### src/rtl/fwft_chain_pkg.sv
package fwft_chain_pkg;
  // Advance a ring index, wrapping at depth (depth need not be a power of two).
  function automatic int unsigned wrap_inc(input int unsigned idx, input int unsigned depth);
    return (idx + 1 >= depth) ? 0 : idx + 1;
  endfunction
endpackage

### src/rtl/fwft_stage_mem.sv
module fwft_stage_mem #(
  parameter int unsigned DATA_W = 8,
  parameter int unsigned DEPTH  = 4,
  localparam int unsigned PTR_W = (DEPTH > 1) ? $clog2(DEPTH) : 1
) (
  input  logic              clk_i,
  input  logic              we_i,
  input  logic [PTR_W-1:0]  waddr_i,
  input  logic [DATA_W-1:0] wdata_i,
  input  logic [PTR_W-1:0]  raddr_i,
  output logic [DATA_W-1:0] rdata_o
);
  logic [DATA_W-1:0] mem_q [DEPTH];

  always_ff @(posedge clk_i) begin
    if (we_i) mem_q[waddr_i] <= wdata_i;
  end

  assign rdata_o = mem_q[raddr_i];
endmodule

### src/rtl/fwft_stage.sv
module fwft_stage #(
  parameter int unsigned DATA_W = 8,
  parameter int unsigned DEPTH  = 4
) (
  input  logic              clk_i,
  input  logic              rst_ni,
  input  logic [DATA_W-1:0] in_data_i,
  input  logic              in_we_i,
  output logic              in_rdy_no,
  output logic [DATA_W-1:0] out_data_o,
  input  logic              out_re_i,
  output logic              out_rdy_no
);
  import fwft_chain_pkg::*;

  localparam int unsigned PTR_W = (DEPTH > 1) ? $clog2(DEPTH) : 1;
  localparam int unsigned CNT_W = $clog2(DEPTH + 1);

  logic [PTR_W-1:0] wr_ptr_q, rd_ptr_q;
  logic [CNT_W-1:0] cnt_q;
  logic             full, empty, push, pop;

  assign full  = (cnt_q == CNT_W'(DEPTH));
  assign empty = (cnt_q == '0);
  assign push  = in_we_i & ~full;
  assign pop   = out_re_i & ~empty;

  // Flags come straight from the count register: no combinational path between stages.
  assign in_rdy_no  = full;
  assign out_rdy_no = empty;

  always_ff @(posedge clk_i or negedge rst_ni) begin
    if (!rst_ni) begin
      wr_ptr_q <= '0;
      rd_ptr_q <= '0;
      cnt_q    <= '0;
    end else begin
      if (push) wr_ptr_q <= PTR_W'(wrap_inc(32'(wr_ptr_q), DEPTH));
      if (pop)  rd_ptr_q <= PTR_W'(wrap_inc(32'(rd_ptr_q), DEPTH));
      case ({push, pop})
        2'b10:   cnt_q <= cnt_q + CNT_W'(1);
        2'b01:   cnt_q <= cnt_q - CNT_W'(1);
        default: cnt_q <= cnt_q;
      endcase
    end
  end

  fwft_stage_mem #(
    .DATA_W(DATA_W),
    .DEPTH (DEPTH)
  ) mem_i (
    .clk_i  (clk_i),
    .we_i   (push),
    .waddr_i(wr_ptr_q),
    .wdata_i(in_data_i),
    .raddr_i(rd_ptr_q),
    .rdata_o(out_data_o)
  );
endmodule

### src/rtl/fwft_chain.sv
module fwft_chain #(
  parameter int unsigned DATA_W      = 8,
  parameter int unsigned STAGE_DEPTH = 4,
  parameter int unsigned NUM_STAGES  = 3
) (
  input  logic              clk_i,
  input  logic              rst_ni,
  input  logic [DATA_W-1:0] wr_data_i,
  input  logic              wr_en_i,
  output logic              in_rdy_no,
  output logic [DATA_W-1:0] rd_data_o,
  input  logic              rd_en_i,
  output logic              out_rdy_no
);
  logic [DATA_W-1:0] stage_din  [NUM_STAGES];
  logic [DATA_W-1:0] stage_dout [NUM_STAGES];
  logic              stage_we   [NUM_STAGES];
  logic              stage_re   [NUM_STAGES];
  logic              stage_or_n [NUM_STAGES];
  logic              stage_ir_n [NUM_STAGES];

  for (genvar g = 0; g < NUM_STAGES; g++) begin : g_stage
    if (g == 0) begin : g_head
      assign stage_din[g] = wr_data_i;
      assign stage_we[g]  = wr_en_i;
    end else begin : g_link_in
      assign stage_din[g] = stage_dout[g-1];
      assign stage_we[g]  = ~stage_or_n[g-1] & ~stage_ir_n[g];
    end

    if (g == NUM_STAGES - 1) begin : g_tail
      assign stage_re[g] = rd_en_i;
    end else begin : g_link_out
      // Same handshake term as the downstream write: pop and push on one edge.
      assign stage_re[g] = ~stage_or_n[g] & ~stage_ir_n[g+1];
    end

    fwft_stage #(
      .DATA_W(DATA_W),
      .DEPTH (STAGE_DEPTH)
    ) stage_i (
      .clk_i     (clk_i),
      .rst_ni    (rst_ni),
      .in_data_i (stage_din[g]),
      .in_we_i   (stage_we[g]),
      .in_rdy_no (stage_ir_n[g]),
      .out_data_o(stage_dout[g]),
      .out_re_i  (stage_re[g]),
      .out_rdy_no(stage_or_n[g])
    );
  end

  assign in_rdy_no  = stage_ir_n[0];
  assign rd_data_o  = stage_dout[NUM_STAGES-1];
  assign out_rdy_no = stage_or_n[NUM_STAGES-1];
endmodule

### config.mk
export PLATFORM = sky130hd
export DESIGN_NAME = fwft_chain
export DESIGN_NICKNAME = d
export VERILOG_FILES = /design/src/rtl/fwft_chain_pkg.sv /design/src/rtl/fwft_stage_mem.sv /design/src/rtl/fwft_stage.sv /design/src/rtl/fwft_chain.sv
export SDC_FILE = /design/constraint.sdc
export NUM_CORES = 1
export LEC_CHECK = 0
export BUFFER_PORTS_ARGS = -buffer_cell sky130_fd_sc_hd__buf_2
export CELL_PAD_IN_SITES_DETAIL_PLACEMENT = 0
export CELL_PAD_IN_SITES_GLOBAL_PLACEMENT = 1
export CORE_ASPECT_RATIO = 1.4
export CORE_MARGIN = 1
export CORE_UTILIZATION = 57
export DETAILED_ROUTE_END_ITERATION = 7
export PLACE_DENSITY = 0.94
export RECOVER_POWER = 50
export SLEW_MARGIN = 20
export SYNTH_ARGS = -nofsm -noshare
export SYNTH_HDL_FRONTEND = slang
export SYNTH_SLANG_ARGS = --single-unit
### constraint.sdc
create_clock -name clk_i -period 4 [get_ports clk_i]
set_input_delay 0.4 -clock clk_i [delete_from_list [all_inputs] [get_ports clk_i]]
set_output_delay 0.4 -clock clk_i [all_outputs]
set_load 0.01 [all_outputs]
==> tab_implementation.tex, run 1 <==
\begin{tabular}{lr}
\hline
Metric & Value \\
\hline
\multicolumn{2}{l}{\textbf{Critical path}} \\
Type of origin of the critical path & flop \\
Crit path buffers/inverters & 2 \\
Critical Setup Path Class & flop to flop \\
Crit path cell chain & inv\_1, a31oi\_1, ha\_1, inv\_1, fa\_1, xor2\_1, nor2\_1, xor2\_1 \\
Top fanout value on the critical path & 10 \\
Highest-delay cell along the critical path & sky130\_fd\_sc\_hd\_\_a31oi\_1 \\
Required time worst endpoint & 4.33 ns \\
Signal arrival time at the worst endpoint & 2.79 ns \\
Maximum cell stage delay along the critical path & 0.70 ns \\
Top Family by Delay on Critical Path & adder cells \\
Worst Setup End Kind & flop \\
\multicolumn{2}{l}{\textbf{Cells and area}} \\
Layout area overhead & 14.8\% \\
Leading cell type in the layout, fill and taps excluded & sky130\_fd\_sc\_hd\_\_edfxtp\_1 \\
Combined area of the multi-input logic cells & 1230 sq um \\
Antenna Cells & 0 \\
Most frequent cells in the layout & sky130\_fd\_sc\_hd\_\_edfxtp\_1 (96), sky130\_fd\_sc\_hd\_\_mux4\_2 (24), sky130\_fd\_sc\_hd\_\_dfrtp\_1 (21) \\
Register Area & 3410 sq um \\
Final core utilization & 67.3\% \\
Total number of nets in the final design & 310 \\
Proportion of layout cells with a drive suffix above 1 & 26.4\% \\
Fill cells & 526 \\
\multicolumn{2}{l}{\textbf{Floorplanning}} \\
Initial standard-cell utilization of the core & 58.7\% \\
Width of the die & 79.4 um \\
Number of top-level design ports & 22 \\
Die outline height & 110 um \\
Overall die area & 8760 sq um \\
Core area & 8150 sq um \\
Std cell rows & 39 \\
\multicolumn{2}{l}{\textbf{Route}} \\
Iteration-0 DRC count of the detailed router & 142 \\
Post-route antenna net violation count & 0 \\
Detailed-route DRC error count & 0 \\
Total vias in the final route & 2157 \\
Routed vias/inst & 5.53 \\
Final routed wire length divided by cell count & 18.0 um \\
Number of iterations in the first detailed-routing pass & 4 \\
WL final & 7030 um \\
\multicolumn{2}{l}{\textbf{Yosys}} \\
Flip-flop and latch count after synthesis & 117 \\
Number of nets in the synthesized netlist & 275 \\
Post-Synthesis Cell Area & 4780 sq um \\
Fraction of the yosys area taken by sequential cells & 71.3\% \\
Unique masters post-synth & 23 \\
Avg Synthesized Cell Area & 19.8 sq um \\
Number of warnings printed during yosys synthesis & 0 \\
Cells after synthesis & 242 \\
\multicolumn{2}{l}{\textbf{GRT}} \\
Total gr overflow & 0 \\
Number of global-route vias before repair & 2252 \\
Met1 Usage GRT & 21.4\% \\
Wire length of the first global-routing pass & 11500 um \\
Global routing met2 resource utilization & 32.2\% \\
Initial antenna violation count & 0 \\
Maximum number of pins on one net before global-route repair & 22 \\
GRT Max-Usage Layer & met2 \\
GRT met3 Usage & 7.00\% \\
Global-route usage over all layers & 19.1\% \\
\multicolumn{2}{l}{\textbf{Placed design}} \\
Post-DP HPWL & 4390 um \\
Placer congestion estimate & 0.677 \\
Buffers on Ports & 21 \\
\multicolumn{2}{l}{\textbf{Run status}} \\
Result of the run & finished clean \\
\multicolumn{2}{l}{\textbf{STA}} \\
Minimum clock period after layout & 2.46 ns \\
Hold violation total from the final report & 0 \\
Max-slew violation total from the final report & 0 \\
Worst Skew & 0.00975 ns \\
Worst max-slew margin expressed relative to the limit & 20.9\% \\
Setup Total Neg Slack & 0 ns \\
Final Setup Violations & 0 \\
Maximum achievable frequency & 407 MHz \\
Unrepaired setup endpoints after global routing & false \\
Worst Hold Slack & 0.244 ns \\
Post-route clock period utilization & 61.5\% \\
Worst-margin pin slew & 1.19 ns \\
\multicolumn{2}{l}{\textbf{Clock network}} \\
Latest clock arrival within the worst-skew pair & 0.41 ns \\
Worst-case clock buffer depth & 2 \\
TritonCTS clock tree & done \\
Clock H-tree levels & 4 \\
Number of buffers inserted to repair setup after CTS & 0 \\
Number of buffers inserted during clock tree synthesis & 17 \\
Worst-path clk slew & 0.05 ns \\
Clock root buffer & sky130\_fd\_sc\_hd\_\_clkbuf\_16 \\
Post-cts hold buffer count & 1 \\
Cells resized by post-CTS repair & 0 \\
Total clock sinks & 117 \\
\multicolumn{2}{l}{\textbf{Power and ir drop}} \\
Areal power density over the cells & 949 nW/um\^{}2 \\
Leakage & 0.00202 uW \\
Worst supply voltage drop on vdd & 0.517 mV \\
\multicolumn{2}{l}{\textbf{Job}} \\
Max Cap Violations & 0 \\
\multicolumn{2}{l}{\textbf{Min path}} \\
Hold crit path type & input port to flop \\
\hline
\end{tabular}
per-stage QoR:
step                      setup WS, ns  total power [uW]  cells  instance area, sq um
final                             1.54              5210    390                  5490
after global routing              1.27              5530    390                  5490
after global placement            2.04              3800    359                  4990
after CTS                         1.68              5320    390                  5540
after detailed placement          1.97              3900    359                  4990
after floorplan                   2.07              3470    242                  4780
final timing paths:
kind,startpoint,endpoint,slack [ns],depth (start not counted)
worst min register to register,g_stage[2].stage_i.cnt_q[0]$_DFFE_PN0P_,g_stage[2].stage_i.cnt_q[0]$_DFFE_PN0P_,0.50,1
min in group asynchronous,rst_ni,g_stage[1].stage_i.cnt_q[0]$_DFFE_PN0P_,0.76,2
worst max register to register,g_stage[1].stage_i.cnt_q[0]$_DFFE_PN0P_,g_stage[0].stage_i.cnt_q[2]$_DFFE_PN0P_,1.54,8
worst max-delay path,g_stage[1].stage_i.cnt_q[0]$_DFFE_PN0P_,g_stage[0].stage_i.cnt_q[2]$_DFFE_PN0P_,1.54,8
max in group asynchronous,rst_ni,g_stage[1].stage_i.rd_ptr_q[0]$_DFFE_PN0P_,2.53,2
worst min-delay path,wr_data_i[7],g_stage[0].stage_i.mem_i.mem_q[2][7]$_DFFE_PP_,0.24,1
registers in the layout, indices dropped and copies added (netlist names):
signal,count
g_stage.stage_i.cnt_q,9
g_stage.stage_i.mem_i.mem_q,96
g_stage.stage_i.rd_ptr_q,6
g_stage.stage_i.wr_ptr_q,6
cells by family (layout without fill, tap and decap cells):
kind of cell | count (synthesis) | count (layout) | synth area share, %
adders and majority gates | 21 | 21 | 5.97
buffers and inverters | 25 | 71 | 2.04
muxes | 37 | 37 | 14.3
DFF | 117 | 117 | 71.3
and+or+nand+nor | 29 | 29 | 3.64
AOI/OAI and AO/OA | 4 | 4 | 1.10
xor gates and xnor gates | 9 | 9 | 1.65
area by class of cell:
type / count / area share, %
inverters: 19 / 1.30
flip-flops and latches: 117 / 62.1
clock inverters: 12 / 2.10
repair buffers: 22 / 1.87
multi-input cells: 100 / 22.5
clock buffers: 18 / 7.82
well taps: 102 / 2.33
metal layers:
metal	up-vias	wire length (um)
li1	992	-
met1	1108	2830
met2	44	3830
met3	13	246
met4	0	123
met5	-	0
Yosys cell counts:
cell | n | share of area (%)
sky130_fd_sc_hd__xor2_1 | 6 | 1.1
sky130_fd_sc_hd__buf_2 | 3 | 0.31
sky130_fd_sc_hd__and2_1 | 8 | 1.0
sky130_fd_sc_hd__xnor2_1 | 3 | 0.55
sky130_fd_sc_hd__fa_1 | 3 | 1.3
sky130_fd_sc_hd__a31oi_4 | 2 | 0.89
sky130_fd_sc_hd__and2_2 | 4 | 0.63
sky130_fd_sc_hd__mux2i_1 | 1 | 0.21
sky130_fd_sc_hd__nor2b_2 | 1 | 0.18
sky130_fd_sc_hd__nand2b_1 | 1 | 0.13
sky130_fd_sc_hd__mux4_2 | 24 | 11
sky130_fd_sc_hd__ha_1 | 18 | 4.7
sky130_fd_sc_hd__nand2_1 | 2 | 0.16
sky130_fd_sc_hd__edfxtp_1 | 96 | 60
sky130_fd_sc_hd__nor3_2 | 2 | 0.42
sky130_fd_sc_hd__inv_1 | 19 | 1.5
sky130_fd_sc_hd__nor3b_2 | 1 | 0.26
sky130_fd_sc_hd__nor3_1 | 1 | 0.10
sky130_fd_sc_hd__buf_1 | 3 | 0.24
sky130_fd_sc_hd__mux2_2 | 12 | 2.8
sky130_fd_sc_hd__dfrtp_1 | 21 | 11
sky130_fd_sc_hd__o21ai_0 | 2 | 0.21
sky130_fd_sc_hd__nor2_1 | 9 | 0.71
report_power, final:
part	switching, uW	leakage, uW	internal [uW]
registers	316	0.00113	2050
clock network	494	0.000262	894
logic	734	0.000622	719
total	1540	0.00202	3660
Power figures use the tool's default switching activity.
==> run 2, diff against run 1 <==
- CORE_UTILIZATION: 57 -> 53
- PLACE_DENSITY: 0.94 -> 0.89
- clock period: 4 -> 2.4 ns (I/O delays scaled with it)
==> run 2 against run 1 <==
Against the previous run:
- clock skew decreased by 0.0014 ns
- via count is 2.3% lower
- critical path depth decreased by 6
- global-route usage decreased by 1.7 points
- design area increased by 0.89%
- first-iteration DRC count decreased by 17%
- routed wire length is 4.5% lower
- utilization fell by 3.4 points
- cell count rose by 1.3%
- die area grew 7.4%
- critical endpoint is now rd_data_o[7]
==> tab_implementation.tex, run 2 (synthesis gave the netlist of run 1 again) <==
\begin{tabular}{lr}
\hline
Metric & Value \\
\hline
\multicolumn{2}{l}{\textbf{Run status}} \\
Result of the run & finished clean \\
\multicolumn{2}{l}{\textbf{Critical path}} \\
Type of origin of the critical path & flop \\
Depth of the most critical reg-to-reg path & 8 \\
Signal arrival time at the worst endpoint & 1.86 ns \\
Worst reg-to-reg setup slack & 0.38 ns \\
Endpoint of the worst-slack reg-to-reg timing path & g\_stage[0].stage\_i.cnt\_q[2]\$\_DFFE\_PN0P\_ \\
Worst Setup End Kind & output port \\
Top fanout value on the critical path & 11 \\
Worst setup path startpoint & g\_stage[2].stage\_i.rd\_ptr\_q[0]\$\_DFFE\_PN0P\_ \\
Critical Setup Path Class & flop to output port \\
Crit Reg-Reg Startpoint & g\_stage[1].stage\_i.cnt\_q[0]\$\_DFFE\_PN0P\_ \\
Required time worst endpoint & 2.16 ns \\
\multicolumn{2}{l}{\textbf{Min path}} \\
Hold Path Sink & g\_stage[0].stage\_i.mem\_i.mem\_q[1][5]\$\_DFFE\_PP\_ \\
Hold Crit Depth & 1 \\
Startpoint of the tightest hold check path & wr\_data\_i[5] \\
Hold crit path type & input port to flop \\
\multicolumn{2}{l}{\textbf{Route}} \\
Detailed-route DRC error count & 0 \\
Post-route antenna net violation count & 0 \\
Total vias in the final route & 2108 \\
Iteration-0 DRC count of the detailed router & 118 \\
Number of iterations in the first detailed-routing pass & 4 \\
Final routed wire length divided by cell count & 17.0 um \\
Routed vias/inst & 5.34 \\
WL final & 6720 um \\
\multicolumn{2}{l}{\textbf{STA}} \\
Post-route clock period utilization & 87.4\% \\
Worst max-slew margin expressed relative to the limit & 23.2\% \\
Maximum achievable frequency & 477 MHz \\
Worst Hold Slack & 0.0875 ns \\
Unrepaired setup endpoints after global routing & false \\
Hold violation total from the final report & 0 \\
Setup Total Neg Slack & 0 ns \\
Worst Setup Slack, final & 0.304 ns \\
Final Setup Violations & 0 \\
Minimum clock period after layout & 2.10 ns \\
Max-slew violation total from the final report & 0 \\
Worst Skew & 0.00840 ns \\
Worst-margin pin slew & 1.15 ns \\
\multicolumn{2}{l}{\textbf{Clock network}} \\
Clock H-tree levels & 4 \\
Total clock sinks & 117 \\
Number of buffers inserted during clock tree synthesis & 17 \\
TritonCTS clock tree & done \\
Worst-path clk slew & 0.05 ns \\
Cells resized by post-CTS repair & 0 \\
Clock root buffer & sky130\_fd\_sc\_hd\_\_clkbuf\_16 \\
Worst-case clock buffer depth & 2 \\
Latest clock arrival within the worst-skew pair & 0.40 ns \\
\multicolumn{2}{l}{\textbf{Floorplanning}} \\
Std cell rows & 40 \\
Die outline height & 114 um \\
Initial standard-cell utilization of the core & 55.2\% \\
Number of top-level design ports & 22 \\
Core area & 8660 sq um \\
Overall die area & 9410 sq um \\
Width of the die & 82.3 um \\
\multicolumn{2}{l}{\textbf{Power and ir drop}} \\
Leakage & 0.00202 uW \\
Worst supply voltage drop on vdd & 0.813 mV \\
Areal power density over the cells & 1580 nW/um\^{}2 \\
\multicolumn{2}{l}{\textbf{GRT}} \\
Global-route usage over all layers & 17.5\% \\
Number of global-route vias before repair & 2321 \\
Maximum number of pins on one net before global-route repair & 22 \\
Wire length of the first global-routing pass & 11300 um \\
Total gr overflow & 0 \\
Initial antenna violation count & 0 \\
\multicolumn{2}{l}{\textbf{Placed design}} \\
Post-DP HPWL & 4430 um \\
Placer congestion estimate & 0.684 \\
Worst-case setup slack after placement & 0.399 ns \\
Buffers on Ports & 21 \\
\multicolumn{2}{l}{\textbf{Cells and area}} \\
Layout area overhead & 15.8\% \\
Register ranked first by flip-flop count & g\_stage.stage\_i.mem\_i.mem\_q \\
Most frequent cells in the layout & sky130\_fd\_sc\_hd\_\_edfxtp\_1 (96), sky130\_fd\_sc\_hd\_\_mux4\_2 (24), sky130\_fd\_sc\_hd\_\_dfrtp\_1 (21) \\
Biggest regs & g\_stage.stage\_i.mem\_i.mem\_q: 96 flops, g\_stage.stage\_i.cnt\_q: 9 flops \\
Leading cell type in the layout, fill and taps excluded & sky130\_fd\_sc\_hd\_\_edfxtp\_1 \\
Total number of nets in the final design & 310 \\
Flip-flop count of the largest register, all copies and words added & 96 \\
Antenna Cells & 0 \\
Proportion of layout cells with a drive suffix above 1 & 28.3\% \\
\multicolumn{2}{l}{\textbf{Job}} \\
Max Cap Violations & 0 \\
\hline
\end{tabular}
## run 2: changes by cell type in the layout (fill, tap and decap cells not counted), sizes merged
| cell | change |
|---|---|
| bufinv | -1 |
| inv | +4 |
| clkinvlp | +2 |
| clkinv | -2 |
| buf | -1 |
## run 2: worst max path at each step
stage,to,slack [ns],cells after the start
floorplan,g_stage[0].stage_i.cnt_q[2]$_DFFE_PN0P_,0.47,9
CTS,rd_data_o[1],0.24,2
detailed placement,g_stage[0].stage_i.cnt_q[2]$_DFFE_PN0P_,0.40,8
global route,rd_data_o[1],0.14,2
finish,rd_data_o[7],0.30,2
global placement,g_stage[1].stage_i.cnt_q[2]$_DFFE_PN0P_,0.43,9
## run 2: area by class of cell
type                    count  area (sq um)
fillers                   601          3120
well taps                 105           131
inverters                  19          71.3
repair buffers             22           101
multi-input cells         100          1270
clock inverters            15           130
clock buffers              17           425
flip-flops and latches    117          3410
## run 2: per-layer routing
metal / vias up / part of all wire (%) / track usage, %
li1: 994 / - / -
met2: 37 / 56 / 30.0
met4: 0 / 1.6 / 8.77
met3: 8 / 3.1 / 5.74
met1: 1069 / 39 / 18.8
met5: - / 0 / 0
## run 2: what timing repair did
item / 4_1_cts / 5_1_grt
hold buffers: 1 / 0
endpoints found under the hold margin: 21 / 0
buffers inserted: 0 / 0
## run 2: critical path: stages, from the launching register on
cell and delay [ns]:
sky130_fd_sc_hd__dfrtp_1 0.72, sky130_fd_sc_hd__mux4_2 0.58, sky130_fd_sc_hd__buf_2 0.15
## run 2: through the flow
stage	instances	area [sq um]	total power, uW	utilization (%)
after floorplan	242	4780	5790	-
after global placement	362	4990	6370	57.7
after detailed placement	362	4990	6510	57.7
after CTS	395	5560	8870	64.2
after global routing	395	5540	9280	63.9
final	395	5540	8730	63.9
## run 2: report_power, final
part / internal, uW / switching, uW / leakage, uW
logic: 1220 / 1250 / 0.000626
registers: 3410 / 535 / 0.00113
clock network: 1420 / 885 / 0.000260
